[src/rtl/pll_rate_pkg.sv]
package pll_rate_pkg;
  typedef enum logic [2:0] {
    ST_IDLE,
    ST_PLAN,
    ST_Q1,
    ST_Q2,
    ST_BUS
  } calc_st_e;

  localparam logic [31:0] HZ_24M = 32'd24_000_000;
  localparam logic [31:0] HZ_25M = 32'd25_000_000;
  localparam logic [31:0] HZ_48M = 32'd48_000_000;
endpackage

[src/rtl/pll_rate_div.sv]
module pll_rate_div #(
  parameter int unsigned W = 32
) (
  input  logic         clk,
  input  logic         rst_n,
  input  logic         start_i,
  input  logic [W-1:0] dividend_i,
  input  logic [W-1:0] divisor_i,
  output logic         valid_o,
  output logic [W-1:0] quot_o
);
  localparam int unsigned CW = $clog2(W + 1);

  logic [W-1:0]  rem_q, rem_n, quo_q, quo_n, dvs_q, dvs_n;
  logic [CW-1:0] cnt_q, cnt_n;
  logic          busy_q, busy_n, valid_q, valid_n;
  logic [W:0]    shf, dif;
  logic          ge;

  always_comb begin
    shf = {rem_q, quo_q[W-1]};
    dif = shf - {1'b0, dvs_q};
    ge  = (shf >= {1'b0, dvs_q});
    rem_n = rem_q; quo_n = quo_q; dvs_n = dvs_q;
    cnt_n = cnt_q; busy_n = busy_q; valid_n = 1'b0;
    if (start_i) begin
      rem_n  = '0;
      quo_n  = dividend_i;
      dvs_n  = (divisor_i == '0) ? W'(1) : divisor_i;
      cnt_n  = CW'(W);
      busy_n = 1'b1;
    end else if (busy_q) begin
      rem_n = ge ? dif[W-1:0] : shf[W-1:0];
      quo_n = {quo_q[W-2:0], ge};
      cnt_n = cnt_q - CW'(1);
      if (cnt_q == CW'(1)) begin
        busy_n  = 1'b0;
        valid_n = 1'b1;
      end
    end
  end

  always_ff @(posedge clk or negedge rst_n) begin
    if (!rst_n) begin
      rem_q <= '0; quo_q <= '0; dvs_q <= W'(1);
      cnt_q <= '0; busy_q <= 1'b0; valid_q <= 1'b0;
    end else begin
      rem_q <= rem_n; quo_q <= quo_n; dvs_q <= dvs_n;
      cnt_q <= cnt_n; busy_q <= busy_n; valid_q <= valid_n;
    end
  end

  assign valid_o = valid_q;
  assign quot_o  = quo_q;

  // a finished quotient leaves a remainder below the divisor
  p_rem_below_divisor_r7: assert property (@(posedge clk) disable iff (!rst_n)
    valid_q |-> (rem_q < dvs_q));
  p_valid_is_pulse_r7: assert property (@(posedge clk) disable iff (!rst_n)
    valid_q |=> !valid_q);
endmodule

[src/rtl/pll_rate_decode.sv]
module pll_rate_decode
  import pll_rate_pkg::*;
#(
  parameter int unsigned OFF_BIT  = 24,
  parameter int unsigned BYP_BIT  = 20,
  parameter int unsigned PROG_BIT = 10,
  parameter int unsigned S25_BIT  = 23,
  parameter int unsigned S48_BIT  = 18,
  parameter int unsigned HSEL_LSB = 8
) (
  input  logic [31:0] pll_reg_i,
  input  logic [31:0] strap_i,
  output logic [31:0] ref_hz_o,
  output logic [31:0] table_hz_o,
  output logic        off_o,
  output logic        byp_o,
  output logic        prog_o,
  output logic [5:0]  old_n_o,
  output logic        old_od_o,
  output logic [3:0]  old_d_o,
  output logic [5:0]  new_p_o,
  output logic [7:0]  new_m_o,
  output logic [4:0]  new_n_o
);
  logic       row25;
  logic [1:0] hsel;
  logic       unused_bits;

  assign unused_bits = ^{pll_reg_i, strap_i};

  always_comb begin
    row25 = strap_i[S25_BIT];
    hsel  = strap_i[HSEL_LSB +: 2];
    if (row25)                 ref_hz_o = HZ_25M;
    else if (strap_i[S48_BIT]) ref_hz_o = HZ_48M;
    else                       ref_hz_o = HZ_24M;
    case ({row25, hsel})
      3'b000:  table_hz_o = 32'd384_000_000;
      3'b001:  table_hz_o = 32'd360_000_000;
      3'b010:  table_hz_o = 32'd336_000_000;
      3'b011:  table_hz_o = 32'd408_000_000;
      3'b100:  table_hz_o = 32'd400_000_000;
      3'b101:  table_hz_o = 32'd375_000_000;
      3'b110:  table_hz_o = 32'd350_000_000;
      default: table_hz_o = 32'd425_000_000;
    endcase
  end

  assign off_o    = pll_reg_i[OFF_BIT];
  assign byp_o    = pll_reg_i[BYP_BIT];
  assign prog_o   = pll_reg_i[PROG_BIT];
  assign old_n_o  = pll_reg_i[10:5];
  assign old_od_o = pll_reg_i[4];
  assign old_d_o  = pll_reg_i[3:0];
  assign new_p_o  = pll_reg_i[18:13];
  assign new_m_o  = pll_reg_i[12:5];
  assign new_n_o  = pll_reg_i[4:0];
endmodule

[src/rtl/pll_rate_calc.sv]
module pll_rate_calc
  import pll_rate_pkg::*;
#(
  parameter int unsigned RATE_W   = 32,
  parameter int unsigned OFF_BIT  = 24,
  parameter int unsigned BYP_BIT  = 20,
  parameter int unsigned PROG_BIT = 10,
  parameter int unsigned S25_BIT  = 23,
  parameter int unsigned S48_BIT  = 18,
  parameter int unsigned HSEL_LSB = 8,
  parameter int unsigned DIV_LSB  = 23,
  parameter int unsigned DIV_W    = 3
) (
  input  logic        clk,
  input  logic        rst_n,
  input  logic        start_i,
  input  logic        variant_i,
  input  logic [31:0] pll_reg_i,
  input  logic [31:0] clk_sel_i,
  input  logic [31:0] strap_i,
  output logic [31:0] ref_hz_o,
  output logic [31:0] pll_hz_o,
  output logic [31:0] bus_hz_o,
  output logic        done_o
);
  calc_st_e          st_q, st_n;
  logic              boot_q, boot_n, var_q, var_n, done_q, done_n;
  logic [31:0]       pllr_q, pllr_n, selr_q, selr_n, strap_q, strap_n;
  logic [RATE_W-1:0] refw_q, refw_n, pllw_q, pllw_n;
  logic [RATE_W-1:0] ref_o_q, ref_o_n, pll_o_q, pll_o_n, bus_o_q, bus_o_n;

  logic [31:0] dec_ref, dec_tab;
  logic        dec_off, dec_byp, dec_prog, dec_od;
  logic [5:0]  dec_on, dec_p;
  logic [3:0]  dec_d;
  logic [7:0]  dec_m;
  logic [4:0]  dec_nn;

  logic              div_start, div_valid;
  logic [RATE_W-1:0] div_dd, div_ds, div_q;
  logic              bus_go;
  logic [RATE_W-1:0] pll_val;
  logic              unused_sel;

  assign unused_sel = ^selr_q;

  pll_rate_decode #(
    .OFF_BIT(OFF_BIT), .BYP_BIT(BYP_BIT), .PROG_BIT(PROG_BIT),
    .S25_BIT(S25_BIT), .S48_BIT(S48_BIT), .HSEL_LSB(HSEL_LSB)
  ) u_dec (
    .pll_reg_i(pllr_q), .strap_i(strap_q),
    .ref_hz_o(dec_ref), .table_hz_o(dec_tab),
    .off_o(dec_off), .byp_o(dec_byp), .prog_o(dec_prog),
    .old_n_o(dec_on), .old_od_o(dec_od), .old_d_o(dec_d),
    .new_p_o(dec_p), .new_m_o(dec_m), .new_n_o(dec_nn)
  );

  pll_rate_div #(.W(RATE_W)) u_div (
    .clk(clk), .rst_n(rst_n), .start_i(div_start),
    .dividend_i(div_dd), .divisor_i(div_ds),
    .valid_o(div_valid), .quot_o(div_q)
  );

  always_comb begin
    st_n = st_q; boot_n = boot_q; var_n = var_q; done_n = done_q;
    pllr_n = pllr_q; selr_n = selr_q; strap_n = strap_q;
    refw_n = refw_q; pllw_n = pllw_q;
    ref_o_n = ref_o_q; pll_o_n = pll_o_q; bus_o_n = bus_o_q;
    div_start = 1'b0; div_dd = '0; div_ds = RATE_W'(1);
    bus_go = 1'b0; pll_val = '0;
    if (start_i || boot_q) begin
      boot_n = 1'b0; done_n = 1'b0; st_n = ST_PLAN;
      var_n = variant_i; pllr_n = pll_reg_i;
      selr_n = clk_sel_i; strap_n = strap_i;
    end else begin
      case (st_q)
        ST_PLAN: begin
          refw_n = RATE_W'(dec_ref);
          if (dec_off) begin
            bus_go = 1'b1; pll_val = '0;
          end else if (!var_q && !dec_prog) begin
            bus_go = 1'b1; pll_val = RATE_W'(dec_tab);
          end else if (dec_byp) begin
            bus_go = 1'b1; pll_val = RATE_W'(dec_ref);
          end else begin
            div_start = 1'b1; st_n = ST_Q1;
            if (!var_q) begin
              div_dd = RATE_W'(dec_on) + RATE_W'(2);
              div_ds = RATE_W'(dec_d) + RATE_W'(1);
            end else begin
              div_dd = RATE_W'(dec_m) + RATE_W'(1);
              div_ds = RATE_W'(dec_nn) + RATE_W'(1);
            end
          end
        end
        ST_Q1: if (div_valid) begin
          if (!var_q) begin
            bus_go  = 1'b1;
            pll_val = refw_q * (dec_od ? div_q : {div_q[RATE_W-2:0], 1'b0});
          end else begin
            div_start = 1'b1; st_n = ST_Q2;
            div_dd = div_q;
            div_ds = RATE_W'(dec_p) + RATE_W'(1);
          end
        end
        ST_Q2: if (div_valid) begin
          bus_go = 1'b1; pll_val = refw_q * div_q;
        end
        ST_BUS: if (div_valid) begin
          bus_o_n = var_q ? (div_q >> 2) : (div_q >> 1);
          ref_o_n = refw_q; pll_o_n = pllw_q;
          done_n = 1'b1; st_n = ST_IDLE;
        end
        default: ;
      endcase
      if (bus_go) begin
        pllw_n = pll_val; div_start = 1'b1; st_n = ST_BUS;
        div_dd = pll_val;
        div_ds = RATE_W'(selr_q[DIV_LSB +: DIV_W]) + RATE_W'(1);
      end
    end
  end

  always_ff @(posedge clk or negedge rst_n) begin
    if (!rst_n) begin
      st_q <= ST_IDLE; boot_q <= 1'b1; var_q <= 1'b0; done_q <= 1'b0;
      pllr_q <= '0; selr_q <= '0; strap_q <= '0;
      refw_q <= '0; pllw_q <= '0;
      ref_o_q <= '0; pll_o_q <= '0; bus_o_q <= '0;
    end else begin
      st_q <= st_n; boot_q <= boot_n; var_q <= var_n; done_q <= done_n;
      pllr_q <= pllr_n; selr_q <= selr_n; strap_q <= strap_n;
      refw_q <= refw_n; pllw_q <= pllw_n;
      ref_o_q <= ref_o_n; pll_o_q <= pll_o_n; bus_o_q <= bus_o_n;
    end
  end

  assign ref_hz_o = 32'(ref_o_q);
  assign pll_hz_o = 32'(pll_o_q);
  assign bus_hz_o = 32'(bus_o_q);
  assign done_o   = done_q;

  p_start_clears_done_r9: assert property (@(posedge clk) disable iff (!rst_n)
    start_i |=> !done_q);
  p_outputs_hold_r9: assert property (@(posedge clk) disable iff (!rst_n)
    !$rose(done_q) |-> ($stable(ref_o_q) && $stable(pll_o_q) && $stable(bus_o_q)));
  p_off_gives_zero_r2: assert property (@(posedge clk) disable iff (!rst_n)
    (done_q && pllr_q[OFF_BIT]) |-> (pll_o_q == '0 && bus_o_q == '0));
  p_bus_not_above_pll_r7: assert property (@(posedge clk) disable iff (!rst_n)
    done_q |-> (bus_o_q <= pll_o_q));
  p_ref_legal_r1: assert property (@(posedge clk) disable iff (!rst_n)
    done_q |-> (ref_o_q == RATE_W'(HZ_24M) || ref_o_q == RATE_W'(HZ_25M) ||
                ref_o_q == RATE_W'(HZ_48M)));
  p_done_only_idle_r10: assert property (@(posedge clk) disable iff (!rst_n)
    done_q |-> (st_q == ST_IDLE));
endmodule

[config.mk]
export PLATFORM = sky130hd
export DESIGN_NAME = pll_rate_calc
export DESIGN_NICKNAME = d
export VERILOG_FILES = /design/src/rtl/pll_rate_pkg.sv /design/src/rtl/pll_rate_div.sv /design/src/rtl/pll_rate_decode.sv /design/src/rtl/pll_rate_calc.sv
export SDC_FILE = /design/constraint.sdc
export NUM_CORES = 2
export LEC_CHECK = 0
export BUFFER_PORTS_ARGS = -buffer_cell sky130_fd_sc_hd__buf_4
export CORE_MARGIN = 2
export CORE_UTILIZATION = 65
export CTS_CLUSTER_SIZE = 8
export DETAILED_ROUTE_END_ITERATION = 7
export PLACE_DENSITY_LB_ADDON = 0.25
export SLEW_MARGIN = 0
export SYNTH_ARGS = -nofsm -noshare
export SYNTH_HDL_FRONTEND = slang
export SYNTH_HIERARCHICAL = 1
export SYNTH_SLANG_ARGS = --single-unit
export TNS_END_PERCENT = 1
[constraint.sdc]
create_clock -name clk -period 23.5 [get_ports clk]
set_input_delay 3.525 -clock clk [delete_from_list [all_inputs] [get_ports clk]]
set_output_delay 3.525 -clock clk [all_outputs]
set_load 0.03 [all_outputs]
; Word-level counts from Yosys, hierarchy flattened
; Cells that the tools add are included.
[totals]
output_inout_bits = 97
mem_bits_ro = 0
in_bits = 100
memories = 0
mem_bits_rw = 0
latch_bits = 0
regBits = 345
[classes]
n_mux = 72
magnitude_cmp = 1
shift = 0
bitwise_logic = 1
multipliers = 2
eq_ne = 18
addsub = 8
div = 0
n_reduce_logical = 16
[ops]
columns = cell, count
row1 = $mux W32, 19
row2 = $pmux W28 S7, 1
row3 = $pmux W32 S3, 1
row4 = $mul A32 B32 Y32, 2
row5 = $pmux W32 S2, 1
row6 = $mux W26, 2
row7 = $mux W6, 6
row8 = $mux W9, 4
row9 = $ge A33 B32 Y1, 1
row10 = $logic_not A32 Y1, 1
row11 = $sub A32 B32 Y32, 1
row12 = $mux W31, 1
row13 = $mux W3, 8
row14 = $mux W1, 23
row15 = $ne A4 B4 Y1 const B, 4
row16 = $mux W7, 2
row17 = $pmux W7 S2, 1
row18 = $eq A3 B2 Y1 const B, 4
row19 = $eq A3 B3 Y1 const B, 4
row20 = $add A8 B1 Y9 const B, 1
row21 = $pmux W3 S3, 1
row22 = $ne A4 B3 Y1 const B, 2
row23 = $reduce_and A2 Y1, 4
row24 = $add A6 B1 Y7 const B, 1
row25 = 19 further kinds, 23

; Longest topological paths before layout
[logic_depth]
word_depth = 10
depth_mapped = 34
ltp_nobuf = 29

; Cells and area by module
; Netlist, hierarchy kept.
[by_module_without_submodules]
columns = mod, cells_each, area_each_um2, n_inst
row1 = pll_rate_calc, 4743, 42981.2, 1
row2 = pll_rate_div, 754, 6716.4, 1
row3 = pll_rate_decode, 110, 757.0, 1

; Worst setup path after synthesis
; Ideal clock, no wire load.
[synth_path]
path_type = flip-flop to flip-flop
startpoint = register pllr_q[4]
endpoint = register u_div.quo_q[29], in the netlist u_div/quot_o[29]
n_path_buf = 5
setup_time_ps = 133
synth_period_minus_slack_ps = 7957
required_ps = 23367
stages_incl_launch_ff = 33
t_arrival_ps = 7824
path_slack_ps = 15543
cell_sequence = dfrtp_1 buf_4 buf_6 buf_6 mux2_2 clkbuf_1 clkbuf_1 and2_1 fa_1 inv_1 fa_1 fa_1 fa_1 inv_1 fa_1 inv_1 fa_1 inv_1 fa_1 fa_1 ha_1 a21o_1 a21oi_1 o21ai_0 a41o_1 a211oi_1 o21bai_1 xor2_1 a221oi_1 nor2_1 a21o_1 nand2_1 o21ai_0
[synth_via]
elab_chain_len = 8
[synth_lines]
columns = element, line_no
row1 = "start, declared", pll_rate_calc.sv:28  ; logic [31:0] pllr_q, pllr_n, selr_q, selr_n, strap_q, strap_n;
row2 = "start signal, assigned", pll_rate_calc.sv:132  ; pllr_q <= pllr_n; selr_q <= selr_n; strap_q <= strap_n;
row3 = $mux W32, pll_rate_calc.sv:99  ; pll_val = refw_q * (dec_od ? div_q : {div_q[RATE_W-2:0], 1'b0});
row4 = $mul A32 B32 Y32, pll_rate_calc.sv:99
row5 = $mux W32, pll_rate_calc.sv:97  ; if (!var_q) begin
row6 = $mux W32, pll_rate_calc.sv:96  ; ST_Q1: if (div_valid) begin
row7 = $pmux W32 S3, pll_rate_calc.sv:76  ; case (st_q)
row8 = $mux W32, pll_rate_calc.sv:116  ; if (bus_go) begin
row9 = $mux W32, pll_rate_calc.sv:71  ; if (start_i || boot_q) begin
row10 = named net div_dd[29], pll_rate_calc.sv:40  ; logic [RATE_W-1:0] div_dd, div_ds, div_q;
row11 = $mux W32, pll_rate_div.sv:26  ; if (start_i) begin
row12 = "end signal, assigned", pll_rate_div.sv:48  ; rem_q <= rem_n; quo_q <= quo_n; dvs_q <= dvs_n;
row13 = "end, declared", pll_rate_div.sv:14  ; logic [W-1:0] rem_q, rem_n, quo_q, quo_n, dvs_q, dvs_n;
; The timed path passes the listed nets, and every way through them passes these cells.
; A chain may end at the register's enable or synchronous reset.

; Final worst setup path
[layout_path]
startpoint = register u_div.quo_q[7], in the netlist u_div/quot_o[7]
endpoint = register u_div.quo_q[29], in the netlist u_div/quot_o[29]
[layout_via]
elab_chain_len = 8
elab_cells_between_ends = 10
classes_between = mul: 2 / mux: 8
[layout_lines]
columns = element, line_no
row1 = $mux W32, pll_rate_calc.sv:99
row2 = $mul A32 B32 Y32, pll_rate_calc.sv:99
row3 = $mux W32, pll_rate_calc.sv:97
row4 = $mux W32, pll_rate_calc.sv:96
row5 = $pmux W32 S3 (*), pll_rate_calc.sv:76
row6 = $mux W32 (*), pll_rate_calc.sv:116
row7 = $mux W32 (*), pll_rate_calc.sv:71
row8 = named net div_dd[29], pll_rate_calc.sv:40
row9 = $mux W32 (*), pll_rate_div.sv:26
; Mark *: on every way through the listed nets, which the timed path passes. The rest lies on a longest branch.

==> results by group <==
Layout
  – Reg area: 0.00746 mm²
  – Commonest non-fill, non-tap cell in the layout: inv_1
  – Commonest non-fill, non-tap cells in the layout: 875 x inv_1, 863 x nand2_1, 817 x fa_1, 530 x and2_1, 286 x ha_1
  – Nets: 6560
  – Area occupied by multi-input gates: 0.0367 mm²
  – Layout cells sized above 1: 0.0868
  – Fillers: 5792
  – Final std cell area, no fill: 0.0515 mm²
  – Synth-to-Final Area Change: 4.98%

Timing
  – Worst slew pin tran: 1160 ps
  – Fmax achieved: 0.107 GHz
  – RSZ-0062 raised after global routing: false
  – Worst slew margin: 0.227
  – Final Skew: 39.6 ps
  – Final Max Tran Viols: 0
  – Final worst slack: 14180 ps
  – Fin crit period: 9320 ps
  – Fin Setup TNS: 0 ps
  – Final hold vios: 0
  – # setup viols final: 0
  – Final cycle utilization of the critical path: 0.397

Routing
  – Final ANT Viol Nets: 0
  – Avg Vias per Cell: 5.98
  – Routed wl met2: 62900 µm
  – Drt total wl: 138000 µm
  – Drt drc: 0
  – Max Used Layer: met5
  – Vias: 38000
  – Wire length per cell: 21.8 µm
  – Pre-antenna DRT Iters: 6
  – WL met3: 15300 µm
  – DR iter-0 viols: 3432
  – Metal-1 WL: 52600 µm

Min path
  – HP Class: reg2reg

Worst setup path
  – Max incr delay on CP: 700 ps
  – Required time of the critical path: 24010 ps
  – Cell mode on critical path: fa_1
  – Crit-path slowest cell: dfrtp_1
  – WS Path Type: reg2reg
  – CP Max Fanout: 24
  – CP Capture Type: register
  – CP startpoint kind: register
  – WP data arrival: 9830 ps

Global routing
  – Vias in the first global route: 39600
  – Antenna violations before repair: 4
  – Global Route Usage Sum: 0.369
  – Largest net degree at the start of global routing: 107
  – First-pass GRT wire length: 221000 µm
  – Overflow after GRT: 0

Clocking
  – CTS Buf Count: 44
  – CTS tree: yes
  – Clk_lat worst skew: 600 ps
  – Max Buffers Root-to-Sink: 3
  – Clock transition at the registers of the reported paths: 60 ps
  – Clk sinks: 297
  – Post-CTS setup buffer count: 0
  – Resized cells post-CTS: 0
  – Hold buffer count at cts: 0
  – Root Driver: clkbuf_16
  – H-tree depth: 2

Place
  – Post-DP HPWL: 98600 µm
  – Placed Instance Area: 0.0502 mm²
  – GPL Wtd Cong: 0.971
  – Port Buf Inserts: 127
  – Setup WS pre-CTS: 14350 ps

Outcome
  – Status: completed

Floorplan
  – Core area: 0.0746 mm²
  – Initial Util: 0.658
  – Row cnt: 100
  – Io pins: 197
  – Die Y: 279 µm
  – Die area: 0.0777 mm²
  – Die Width: 279 µm

Logic synthesis
  – Yosys warnings: 6
  – Netlist Area Pre-Place: 0.0490 mm²
  – Syn_area_per_cell: 9.00 µm²
  – Synth Instances: 5451

Job
  – Max-cap check violation count: 0
==> through the flow <==
stage               std cells  hold slack, ps  utilization
global placement         6280             456        0.673
global route             6350             487        0.690
floorplan                5529             439            -
finish                   6352             470        0.690
detailed placement       6280             464        0.673
CTS                      6350             474        0.690
==> metal layers <==
metal | GRT usage | up-vias
li1 | - | 16400
met1 | 0.491 | 19000
met2 | 0.582 | 2043
met3 | 0.0835 | 499
met4 | 0.166 | 2
met5 | 0 | -
==> worst paths after layout <==
check,slack (ps),startpoint,to,cells after the start
worst max-delay path,14180,u_div/quot_o[7],u_div/quot_o[29],29
worst min-delay path,470,pllw_q[22],pllw_q[22],1
worst max register to register,14180,u_div/quot_o[7],u_div/quot_o[29],29
worst min register to register,470,pllw_q[22],pllw_q[22],1
max in group asynchronous,18130,rst_n,pllr_q[4],3
min in group asynchronous,2990,rst_n,u_div/rem_q[17],1
==> final cells by class <==
type                    instances  share of cell area
well taps                     969              0.0236
diodes                          2           0.0000972
flip-flops and latches        297               0.145
clock buffers                  66              0.0238
inverters                     875              0.0638
clock inverters                 4             0.00163
repair buffers                205              0.0300
multi-input cells            3934               0.712
==> worst max-delay path, delay by kind of cell (launching register included) <==
kind	cells	cell delay, ps
adders and majority gates	9	4150
and+or+nand+nor	3	570
buffers and inverters	6	710
muxes	1	690
xor gates and xnor gates	1	420
DFF	1	700
AOI/OAI and AO/OA	9	1960
==> registers in the layout, indices dropped and copies added, names as in the netlist <==
register and cells:
boot_q 1, pllr_q 21, u_div/valid_o 1, u_div/cnt_q 6, strap_q 4, st_q 3, pllw_q 32, u_div/dvs_q 32
u_div/quot_o 32, ref_hz_o 32, selr_q 3, var_q 1, u_div/rem_q 32, pll_hz_o 32, refw_q 32, done_o 1
u_div/busy_q 1, bus_hz_o 31
Power is left out: the tool's default activity adds up to more than one toggle a clock period on the data nets, which glitch-free logic cannot reach.
